`src/rtl/uart_regbank_pkg.sv`:
```
// Shared widths, offsets, select codes and interrupt codes for the
// banked serial port register file.
package uart_regbank_pkg;
    localparam int DW     = 8;
    localparam int AW     = 3;
    localparam int ERR_W  = 3;
    localparam int DIV_W  = 2 * DW;

    typedef enum logic [AW-1:0] {
        OFS_DATA = 3'd0, OFS_IER = 3'd1, OFS_IIR = 3'd2, OFS_LCR = 3'd3,
        OFS_MCR  = 3'd4, OFS_LSR = 3'd5, OFS_MSR = 3'd6, OFS_SCR = 3'd7
    } ofs_e;

    typedef enum logic [3:0] {
        SEL_RBR, SEL_IER, SEL_DLL, SEL_DLM, SEL_IIR,
        SEL_LCR, SEL_MCR, SEL_LSR, SEL_MSR, SEL_SCR
    } rsel_e;

    typedef struct packed {
        logic thr;
        logic ier;
        logic dll;
        logic dlm;
        logic fcr;
        logic lcr;
        logic mcr;
        logic scr;
    } wstb_t;

    localparam logic [3:0] IIR_NONE  = 4'h1;
    localparam logic [3:0] IIR_LINE  = 4'h6;
    localparam logic [3:0] IIR_TMO   = 4'hC;
    localparam logic [3:0] IIR_RXD   = 4'h4;
    localparam logic [3:0] IIR_THRE  = 4'h2;
    localparam logic [3:0] IIR_MODEM = 4'h0;
endpackage

```
`src/rtl/uart_bank_decode.sv`:
```
// Address decoder. Turns offset, bank bit and strobes into write enables,
// a read-mux select and read side-effect pulses. Purely combinational.
// Assumes bus_wr and bus_rd are never asserted together.
module uart_bank_decode
    import uart_regbank_pkg::*;
(
    input  logic [AW-1:0] addr,
    input  logic          dlab,
    input  logic          wr,
    input  logic          rd,
    output wstb_t         wstb,
    output rsel_e         rsel,
    output logic          rd_rbr,
    output logic          rd_lsr
);
    // Map the offset and bank bit onto one target register.
    always_comb begin
        wstb   = '0;
        rsel   = SEL_SCR;
        rd_rbr = 1'b0;
        rd_lsr = 1'b0;
        case (ofs_e'(addr))
            OFS_DATA: begin
                rsel = dlab ? SEL_DLL : SEL_RBR;
                if (dlab) wstb.dll = wr;
                else      wstb.thr = wr;
                rd_rbr = rd & ~dlab;
            end
            OFS_IER: begin
                rsel = dlab ? SEL_DLM : SEL_IER;
                if (dlab) wstb.dlm = wr;
                else      wstb.ier = wr;
            end
            OFS_IIR: begin
                rsel     = SEL_IIR;
                wstb.fcr = wr;
            end
            OFS_LCR: begin
                rsel     = SEL_LCR;
                wstb.lcr = wr;
            end
            OFS_MCR: begin
                rsel     = SEL_MCR;
                wstb.mcr = wr;
            end
            OFS_LSR: begin
                rsel   = SEL_LSR;
                rd_lsr = rd;
            end
            OFS_MSR: rsel = SEL_MSR;
            default: begin
                rsel     = SEL_SCR;
                wstb.scr = wr;
            end
        endcase
    end
endmodule

```
`src/rtl/uart_rx_hold.sv`:
```
// Receive holding register with the data-ready flag and sticky line errors.
// Assumes rx_valid is a one-cycle pulse from an external shifter.
// err_q bit order: 0 overrun, 1 parity, 2 framing, 3 break.
module uart_rx_hold
    import uart_regbank_pkg::*;
(
    input  logic             clk,
    input  logic             rst_n,
    input  logic             rx_valid,
    input  logic [DW-1:0]    rx_byte,
    input  logic [ERR_W-1:0] rx_err,
    input  logic             rd_rbr,
    input  logic             rd_lsr,
    output logic [DW-1:0]    rbr_q,
    output logic             dr_q,
    output logic [ERR_W:0]   err_q
);
    logic ovr;

    // Overrun: a new byte arrives while the previous one is still unread.
    assign ovr = rx_valid & dr_q & ~rd_rbr;

    // Capture each received byte and track data ready.
    always_ff @(posedge clk) begin
        if (!rst_n) begin
            rbr_q <= '0;
            dr_q  <= 1'b0;
        end else if (rx_valid) begin
            rbr_q <= rx_byte;
            dr_q  <= 1'b1;
        end else if (rd_rbr) begin
            dr_q  <= 1'b0;
        end
    end

    // Hold error flags until line status is read.
    always_ff @(posedge clk) begin
        if (!rst_n) err_q <= '0;
        else        err_q <= (rd_lsr ? '0 : err_q) | {rx_err, ovr};
    end
endmodule

```
`src/rtl/uart_tx_hold.sv`:
```
// Transmit holding register and its handshake with an external shifter.
// Assumes the shifter pulses tx_take only once its previous byte is done.
module uart_tx_hold
    import uart_regbank_pkg::*;
(
    input  logic          clk,
    input  logic          rst_n,
    input  logic          we_thr,
    input  logic [DW-1:0] wdata,
    input  logic          tx_take,
    input  logic          tx_busy,
    output logic [DW-1:0] thr_q,
    output logic          full_q,
    output logic          thre,
    output logic          temt
);
    // Load on a host write; free the slot when the shifter takes the byte.
    // A host write in the same cycle as a take has priority.
    always_ff @(posedge clk) begin
        if (!rst_n) begin
            thr_q  <= '0;
            full_q <= 1'b0;
        end else if (we_thr) begin
            thr_q  <= wdata;
            full_q <= 1'b1;
        end else if (tx_take) begin
            full_q <= 1'b0;
        end
    end

    assign thre = ~full_q;
    assign temt = ~full_q & ~tx_busy;
endmodule

```
`src/rtl/uart_irq_prio.sv`:
```
// Interrupt priority encoder. Produces the identification code and the
// combined interrupt from the enable bits and the current conditions.
module uart_irq_prio
    import uart_regbank_pkg::*;
(
    input  logic [3:0]     ier,
    input  logic           fifo_en,
    input  logic [ERR_W:0] err,
    input  logic           dr,
    input  logic           rx_timeout,
    input  logic           thre,
    input  logic [3:0]     msr_delta,
    output logic [DW-1:0]  iir,
    output logic           irq
);
    logic [3:0] code;

    // Walk the sources from highest to lowest priority.
    always_comb begin
        if (ier[2] && |err)                     code = IIR_LINE;
        else if (ier[0] && fifo_en && rx_timeout) code = IIR_TMO;
        else if (ier[0] && dr)                  code = IIR_RXD;
        else if (ier[1] && thre)                code = IIR_THRE;
        else if (ier[3] && |msr_delta)          code = IIR_MODEM;
        else                                    code = IIR_NONE;
    end

    assign iir = {{2{fifo_en}}, 2'b00, code};
    assign irq = (code != IIR_NONE);
endmodule

```
`src/rtl/uart_regbank.sv`:
```
// Banked serial port register file, top level. Holds the host-visible
// control registers, instantiates the decoder, the receive and transmit
// holding logic and the interrupt encoder, and muxes read data.
// Assumes a synchronous single-master bus with no wait states.
module uart_regbank
    import uart_regbank_pkg::*;
(
    input  logic             clk,
    input  logic             rst_n,
    input  logic [AW-1:0]    bus_addr,
    input  logic             bus_wr,
    input  logic             bus_rd,
    input  logic [DW-1:0]    bus_wdata,
    output logic [DW-1:0]    bus_rdata,
    output logic             irq,
    input  logic             rx_valid,
    input  logic [DW-1:0]    rx_byte,
    input  logic [ERR_W-1:0] rx_err,
    input  logic             rx_timeout,
    output logic [DW-1:0]    tx_byte,
    output logic             tx_hold_valid,
    input  logic             tx_take,
    input  logic             tx_busy,
    input  logic [DW-1:0]    msr_in,
    output logic [DW-1:0]    lcr_out,
    output logic [DW-1:0]    mcr_out,
    output logic [DW-1:0]    fcr_out,
    output logic [DIV_W-1:0] divisor_out
);
    logic [DW-1:0]  lcr_q, mcr_q, fcr_q, scr_q, dll_q, dlm_q;
    logic [3:0]     ier_q;
    wstb_t          wstb;
    rsel_e          rsel;
    logic           rd_rbr, rd_lsr;
    logic [DW-1:0]  rbr_q;
    logic           dr_q;
    logic [ERR_W:0] err_q;
    logic           thre, temt;
    logic [DW-1:0]  iir_w, lsr_w;

    uart_bank_decode u_dec (
        .addr(bus_addr), .dlab(lcr_q[7]), .wr(bus_wr), .rd(bus_rd),
        .wstb(wstb), .rsel(rsel), .rd_rbr(rd_rbr), .rd_lsr(rd_lsr)
    );

    uart_rx_hold u_rx (
        .clk(clk), .rst_n(rst_n), .rx_valid(rx_valid), .rx_byte(rx_byte),
        .rx_err(rx_err), .rd_rbr(rd_rbr), .rd_lsr(rd_lsr),
        .rbr_q(rbr_q), .dr_q(dr_q), .err_q(err_q)
    );

    uart_tx_hold u_tx (
        .clk(clk), .rst_n(rst_n), .we_thr(wstb.thr), .wdata(bus_wdata),
        .tx_take(tx_take), .tx_busy(tx_busy), .thr_q(tx_byte),
        .full_q(tx_hold_valid), .thre(thre), .temt(temt)
    );

    uart_irq_prio u_irq (
        .ier(ier_q), .fifo_en(fcr_q[0]), .err(err_q), .dr(dr_q),
        .rx_timeout(rx_timeout), .thre(thre), .msr_delta(msr_in[3:0]),
        .iir(iir_w), .irq(irq)
    );

    // Update the host-writable control registers.
    always_ff @(posedge clk) begin
        if (!rst_n) begin
            lcr_q <= '0; mcr_q <= '0; fcr_q <= '0; scr_q <= '0;
            dll_q <= '0; dlm_q <= '0; ier_q <= '0;
        end else begin
            if (wstb.lcr) lcr_q <= bus_wdata;
            if (wstb.mcr) mcr_q <= bus_wdata;
            if (wstb.fcr) fcr_q <= bus_wdata;
            if (wstb.scr) scr_q <= bus_wdata;
            if (wstb.dll) dll_q <= bus_wdata;
            if (wstb.dlm) dlm_q <= bus_wdata;
            if (wstb.ier) ier_q <= bus_wdata[3:0];
        end
    end

    assign lsr_w = {1'b0, temt, thre, err_q, dr_q};

    // Select the read data for the decoded register.
    always_comb begin
        case (rsel)
            SEL_RBR: bus_rdata = rbr_q;
            SEL_IER: bus_rdata = {4'b0, ier_q};
            SEL_DLL: bus_rdata = dll_q;
            SEL_DLM: bus_rdata = dlm_q;
            SEL_IIR: bus_rdata = iir_w;
            SEL_LCR: bus_rdata = lcr_q;
            SEL_MCR: bus_rdata = mcr_q;
            SEL_LSR: bus_rdata = lsr_w;
            SEL_MSR: bus_rdata = msr_in;
            default: bus_rdata = scr_q;
        endcase
    end

    assign lcr_out     = lcr_q;
    assign mcr_out     = mcr_q;
    assign fcr_out     = fcr_q;
    assign divisor_out = {dlm_q, dll_q};
endmodule

```
`config.mk`:
```
export PLATFORM = sky130hd
export DESIGN_NAME = uart_regbank
export DESIGN_NICKNAME = d
export VERILOG_FILES = /design/src/rtl/uart_regbank_pkg.sv /design/src/rtl/uart_bank_decode.sv /design/src/rtl/uart_rx_hold.sv /design/src/rtl/uart_tx_hold.sv /design/src/rtl/uart_irq_prio.sv /design/src/rtl/uart_regbank.sv
export SDC_FILE = /design/constraint.sdc
export NUM_CORES = 1
export LEC_CHECK = 0
export BUFFER_PORTS_ARGS = -buffer_cell sky130_fd_sc_hd__buf_2
export CAP_MARGIN = 20
export CORE_MARGIN = 2
export CORE_UTILIZATION = 25
export CTS_CLUSTER_SIZE = 24
export DETAILED_ROUTE_END_ITERATION = 8
export SETUP_SLACK_MARGIN = 0.05
export SYNTH_ARGS = -nofsm -noshare
export SYNTH_HDL_FRONTEND = slang
export SYNTH_SLANG_ARGS = --single-unit
```
`constraint.sdc`:
```
create_clock -name clk -period 3.2 [get_ports clk]
set_input_delay 0.64 -clock clk [delete_from_list [all_inputs] [get_ports clk]]
set_output_delay 0.64 -clock clk [all_outputs]
set_load 0.01 [all_outputs]
```
## Yosys cells after proc, flatten, opt, wreduce, memory -nomap -nowiden

Cells that the tools add are included.

| operators by class | value |
|---|---|
| reduce and logical (&&, ||, !) cells | 13 |
| bitwise logic cells | 9 |
| mux-type cells | 26 |
| eq/ne operators | 15 |

Operators with widths:

| kind | count |
|---|---|
| $pmux 8 s9 | 1 |
| $pmux 4 s7 | 1 |
| $mux 4 | 5 |
| $mux 1 | 17 |
| $eq 4x3->1 const B | 4 |
| $eq 3x3->1 const B | 3 |
| $eq 4x2->1 const B | 2 |
| $reduce_or 4->1 | 2 |
| $reduce_or 7->1 | 1 |
| $eq 3x2->1 const B | 2 |
| $logic_and 1x1->1 | 6 |
| $and 1x1->1 | 4 |
| $eq 4x1->1 const B | 1 |
| $eq 4x4->1 const B | 1 |
| $logic_not 4->1 | 1 |
| $mux 2 | 2 |
| $ne 4x1->1 const B | 1 |
| $not 1->1 | 4 |
| $or 4x4->4 | 1 |
| $reduce_bool 2->1 | 2 |
| $eq 3x1->1 const B | 1 |
| $logic_not 3->1 | 1 |

| storage, ports and cells | value |
|---|---|
| output and inout port bits | 58 |
| flip-flop bits (word level) | 74 |
| logic and storage cells | 75 |

## Depth between registers and ports, before layout

| logic depth | value |
|---|---|
| word-level depth | 8 |
| gate-level depth with buffers | 7 |

## By module

A second synthesis with hierarchy kept.

| unflattened totals | value |
|---|---|
| cell total of the unflattened synthesis | 382 |
| area, all modules | 3806.2 µm² |

Modules (own cells, without submodules):

| module | area an instance (µm²) | cells each | instances |
|---|---|---|---|
| uart_regbank | 2731.4 | 274 | 1 |
| uart_rx_hold | 479.2 | 41 | 1 |
| uart_tx_hold | 342.8 | 30 | 1 |
| uart_bank_decode | 142.6 | 22 | 1 |
| uart_irq_prio | 110.1 | 15 | 1 |

## Worst setup path before layout

Ideal clock, no wire load.

| path | value |
|---|---|
| kind | input port to output port |
| start point | input msr_in[3] |
| end point | output bus_rdata[0] |
| required time | 2560 ps |
| arrival time | 1705 ps |
| path slack | 855 ps |
| stages on the path | 4 |
| path through | o41ai_1 o2111ai_1 or2_0 a31oi_1 |

| on the way | value |
|---|---|
| word-level cells in the longest chain between the ends | 8 |

RTL lines:

| item | line | source |
|---|---|---|
| start: declaration | uart_regbank.sv:24 | `input logic [DW-1:0] msr_in,` |
| $reduce_or 4->1 | uart_irq_prio.sv:24 | `else if (ier[3] && \|msr_delta) code = IIR_MODEM;` |
| $logic_and 1x1->1 | uart_irq_prio.sv:24 |  |
| $mux 1 | uart_irq_prio.sv:24 |  |
| $mux 4 | uart_irq_prio.sv:23 | `else if (ier[1] && thre) code = IIR_THRE;` |
| $mux 4 | uart_irq_prio.sv:22 | `else if (ier[0] && dr) code = IIR_RXD;` |
| $mux 4 | uart_irq_prio.sv:21 | `else if (ier[0] && fifo_en && rx_timeout) code = IIR_TMO;` |
| $mux 4 | uart_irq_prio.sv:20 | `if (ier[2] && \|err) code = IIR_LINE;` |
| $pmux 8 s9 | uart_regbank.sv:84 | `case (rsel)` |
| end: declaration | uart_regbank.sv:14 | `output logic [DW-1:0] bus_rdata,` |

Every way passes these cells.

## Worst setup path after layout

| path | value |
|---|---|
| start point | register lcr_q[7] (netlist: lcr_out[7]) |
| end point | output bus_rdata[7] |

| on the way | value |
|---|---|
| word-level cells in the longest chain between the ends | 4 |
| elaborated cells between the ends (all ways) | 13 |
| classes of those cells | 8 x eq/ne; 4 x mux; 1 x reduce/logical |

RTL lines:

| item | line | source |
|---|---|---|
| start: declaration | uart_regbank.sv:30 | `logic [DW-1:0] lcr_q, mcr_q, fcr_q, scr_q, dll_q, dlm_q;` |
| start signal: assignment | uart_regbank.sv:70 | `if (wstb.lcr) lcr_q <= bus_wdata;` |
| $mux 2 (on tied branches) | uart_bank_decode.sv:30, uart_bank_decode.sv:24 |  |
| $pmux 4 s7 | uart_bank_decode.sv:22 | `case (ofs_e'(addr))` |
| $eq 4x4->1, or another cell as far along | uart_regbank.sv:84 |  |
| $pmux 8 s9 * | uart_regbank.sv:84 |  |

Every way passes the cells marked *; elsewhere a longest branch is shown, timed or not.

==> key figures <==
Run status
  – Status: complete, no violations

Flow run
  – Max Cap Viol: 0

Placement
  – RD Place Congestion: 0.915
  – Placed cell areas: 4290 µm²
  – IO Port Bufs: 95
  – Half-perimeter wire length after placement: about 9400 µm

Layout
  – Final net count: 548
  – Layout area overhead: 24.6%
  – Number of diodes: 0
  – Final instance area: 4600 µm²
  – Layout cell share with drive strength beyond 1: about a quarter

Die
  – Die area: 15800 µm²
  – Die width: 126 µm
  – Starting Density: around a quarter
  – Top Ports: 96
  – Core area: around 14000 µm²
  – Die Y: 126 µm
  – Row cnt: 44

Logic synthesis
  – Post-synth EDFFs: 0
  – Asr flop ratio synth: 0%
  – Seq/Total Area, Yosys: 40.1%
  – Cell Area, Synth: ~3700 µm²
  – Cells after Synth: between 400 and 500
  – Library cells used by synthesis: 53
  – Syn_area_per_cell: approximately 8.6 µm²
  – Seq cells post-synth: 74
  – YS warnings: 0
  – Syn_nets: 466
  – Primary FF master, synth: dfxtp_1

Drt
  – 1st-iter DRT viols: 190
  – DRT Pass-1 Iters: 4
  – Per-cell routed wire length: 18.3 µm
  – Routed Antenna Nets: 0
  – Routed wire length: 12800 µm
  – Via count: 3469
  – Vias per cell: approximately 5.0
  – Drt drc: 0

Timing
  – WHS: 0.458 ns
  – Worst clock skew: 0.00557 ns
  – Worst relative slew slack: between 60% and 70%
  – Final hold vios: 0
  – Final min period: approximately 2.8 ns
  – Max Slew Vio Count: 0
  – Fmax achieved: ~360 MHz
  – RSZ-0062 raised after global routing: no
  – Worst slew pin tran: 0.585 ns
  – Fin crit share: 87.3%
  – Setup-failing EPs final: 0
  – Final TNS setup: 0 ns

Global routing
  – Vias in the first global route: 3337
  – Overflow left after global routing: 0
  – All-Layer GR Usage: 16.3%
  – First-pass GRT wire length: a little under 20000 µm
  – Largest net degree at the start of global routing: 75
  – Initial antenna violation count: 0

Worst setup path
  – Critical Path Max Stage Delay: 0.68 ns
  – Setup Crit Path Kind: register to output port
  – Critical path fanouts, max: 13
  – Crit-path cells: nor4b_4 -> buf_4 -> a22oi_1 -> nand2_1 -> o22a_1 -> buf_2
  – Slowest-stage cell, CP: dfxtp_1
  – Worst EP required: 2.56 ns
  – WP data arrival: about 2.2 ns
  – Worst setup EP type: output port
  – Crit start category: register

Clocking
  – Clk root buf: clkbuf_16
  – # Post-CTS Setup Buffers: 0
  – Cts hold-fix bufs: 0
  – H-tree levels: 3
  – Clock buffer depth: 2
  – Worst skew pair latency: 0.34 ns
  – PostCTS Resize Cnt: 0
  – CTS Buf Count: 9
  – CTS tree: done
  – Clock slew at reported path FFs: 0.06 ns
  – TritonCTS sink count: 74

Hold path
  – Worst min-delay path class: register to register

Power and ir drop
  – Leak pwr: roughly 0.0018 µW
  – Worst vdd ir: 0.000311 V
  – Pwr per Cell Area: 478 nW/µm²
## cell usage after synthesis (2+ instances only)
library cell  instances  area [µm²]
nor4_4                2        42.5
nand2b_1              4        25.0
buf_2                 9        45.0
nor3_1                2        10.0
o221ai_1              2        17.5
nor4b_1               2        17.5
nand4_1               2        12.5
nand3b_1              4        30.0
o22ai_1               2        12.5
a22oi_1               5        37.5
clkbuf_1             16        60.1
o211ai_1              4        30.0
nor2_1                6        22.5
nand3_1              22         110
mux2i_1              24         240
inv_1                 2        7.51
nor2b_1              30         188
buf_6                 2        22.5
o21bai_1              2        15.0
o22a_1                4        35.0
nand2_1              93         349
buf_4                 8        60.1
and3_1                2        12.5
dfxtp_1              74        1480
and2_1                2        12.5
o21ai_0              10        50.1
a21oi_1              11        55.1
a31oi_1               4        25.0
mux2_2                3        33.8
a21boi_0             51         383
a32oi_1               2        17.5
## worst max-delay path: cells and delay by family (launching register included)
kind / cells / cell delay, ns
compound gates: 2 / 0.28
buf+inv: 2 / 0.37
flops: 1 / 0.68
simple gates: 2 / 0.48
## state kept, by name, indices dropped and copies added, names as in the netlist
name and flops:
dll_q 8, u_tx.full_q 1, scr_q 8, lcr_out 8
u_rx.rbr_q 8, u_tx.thr_q 8, fcr_out 8, u_rx.err_q 4
dlm_q 8, u_rx.dr_q 1, mcr_out 8, ier_q 4
## final timing paths
| check | from | depth (start not counted) | slack (ns) | end |
|---|---|---|---|---|
| worst max-delay path | lcr_out[7] | 6 | 0.41 | bus_rdata[7] |
| worst max register to register | lcr_out[7] | 5 | 1.28 | dlm_q[0] |
| worst min-delay path | u_tx.thr_q[1] | 2 | 0.46 | u_tx.thr_q[1] |
| worst min register to register | u_tx.thr_q[1] | 2 | 0.46 | u_tx.thr_q[1] |
## report_power, final
| part | total [µW] | switching [µW] | internal (µW) |
|---|---|---|---|
| clock network | 997 | 379 | 618 |
| logic | 236 | 142 | 94.1 |
| registers | 967 | 22.1 | 944 |
| total | 2200 | 543 | 1660 |
## metal layers
layer	global-route usage, %	wire, µm
met5	0	0
met1	21.4	5780
met4	5.69	256
met3	4.07	833
met2	25.9	5910
## final cells by class
type | count | area [µm²]
clock buffers | 12 | 246
well taps | 184 | 230
flip-flops and latches | 74 | 1480
repair buffers | 107 | 578
inverters | 3 | 11.3
clock inverters | 3 | 40.0
fillers | 1544 | 9880
multi-input cells | 315 | 2010
## kinds of logic after synthesis
family / synth area share, %
simple gates: 25.2
buf+inv: 5.49
flops: 40.1
mux: 8.03
compound gates: 21.2
## layout by cell type, fill, tap and decap left out, drive strengths merged, types with 3 or more instances in the layout
cell type and n:
a21oi 11, o21ai 10, a21boi 51, mux2 3, a22oi 5, buf 107, nor2 7, nor2b 30
nand2 93, nor4b 3, nor3 3, mux2i 24, o211ai 4, nor4 3, nand3 23, a31oi 4
dfxtp 74, o22a 4, clkbuf 12, nand2b 4, nand3b 4, inv 3
## metrics by stage
step / cells / util [%] / setup slack [ns] / power [µW]
after global placement: 682 / 29.7 / 0.417 / 1220
after floorplan: 428 / - / 0.855 / 1120
after detailed placement: 682 / 29.7 / 0.427 / 1220
final: 698 / 31.8 / 0.406 / 2200
after global routing: 698 / 31.8 / 0.269 / 2280
after CTS: 697 / 31.6 / 0.406 / 2210
Note: power is estimated with default switching activity, not from simulation.
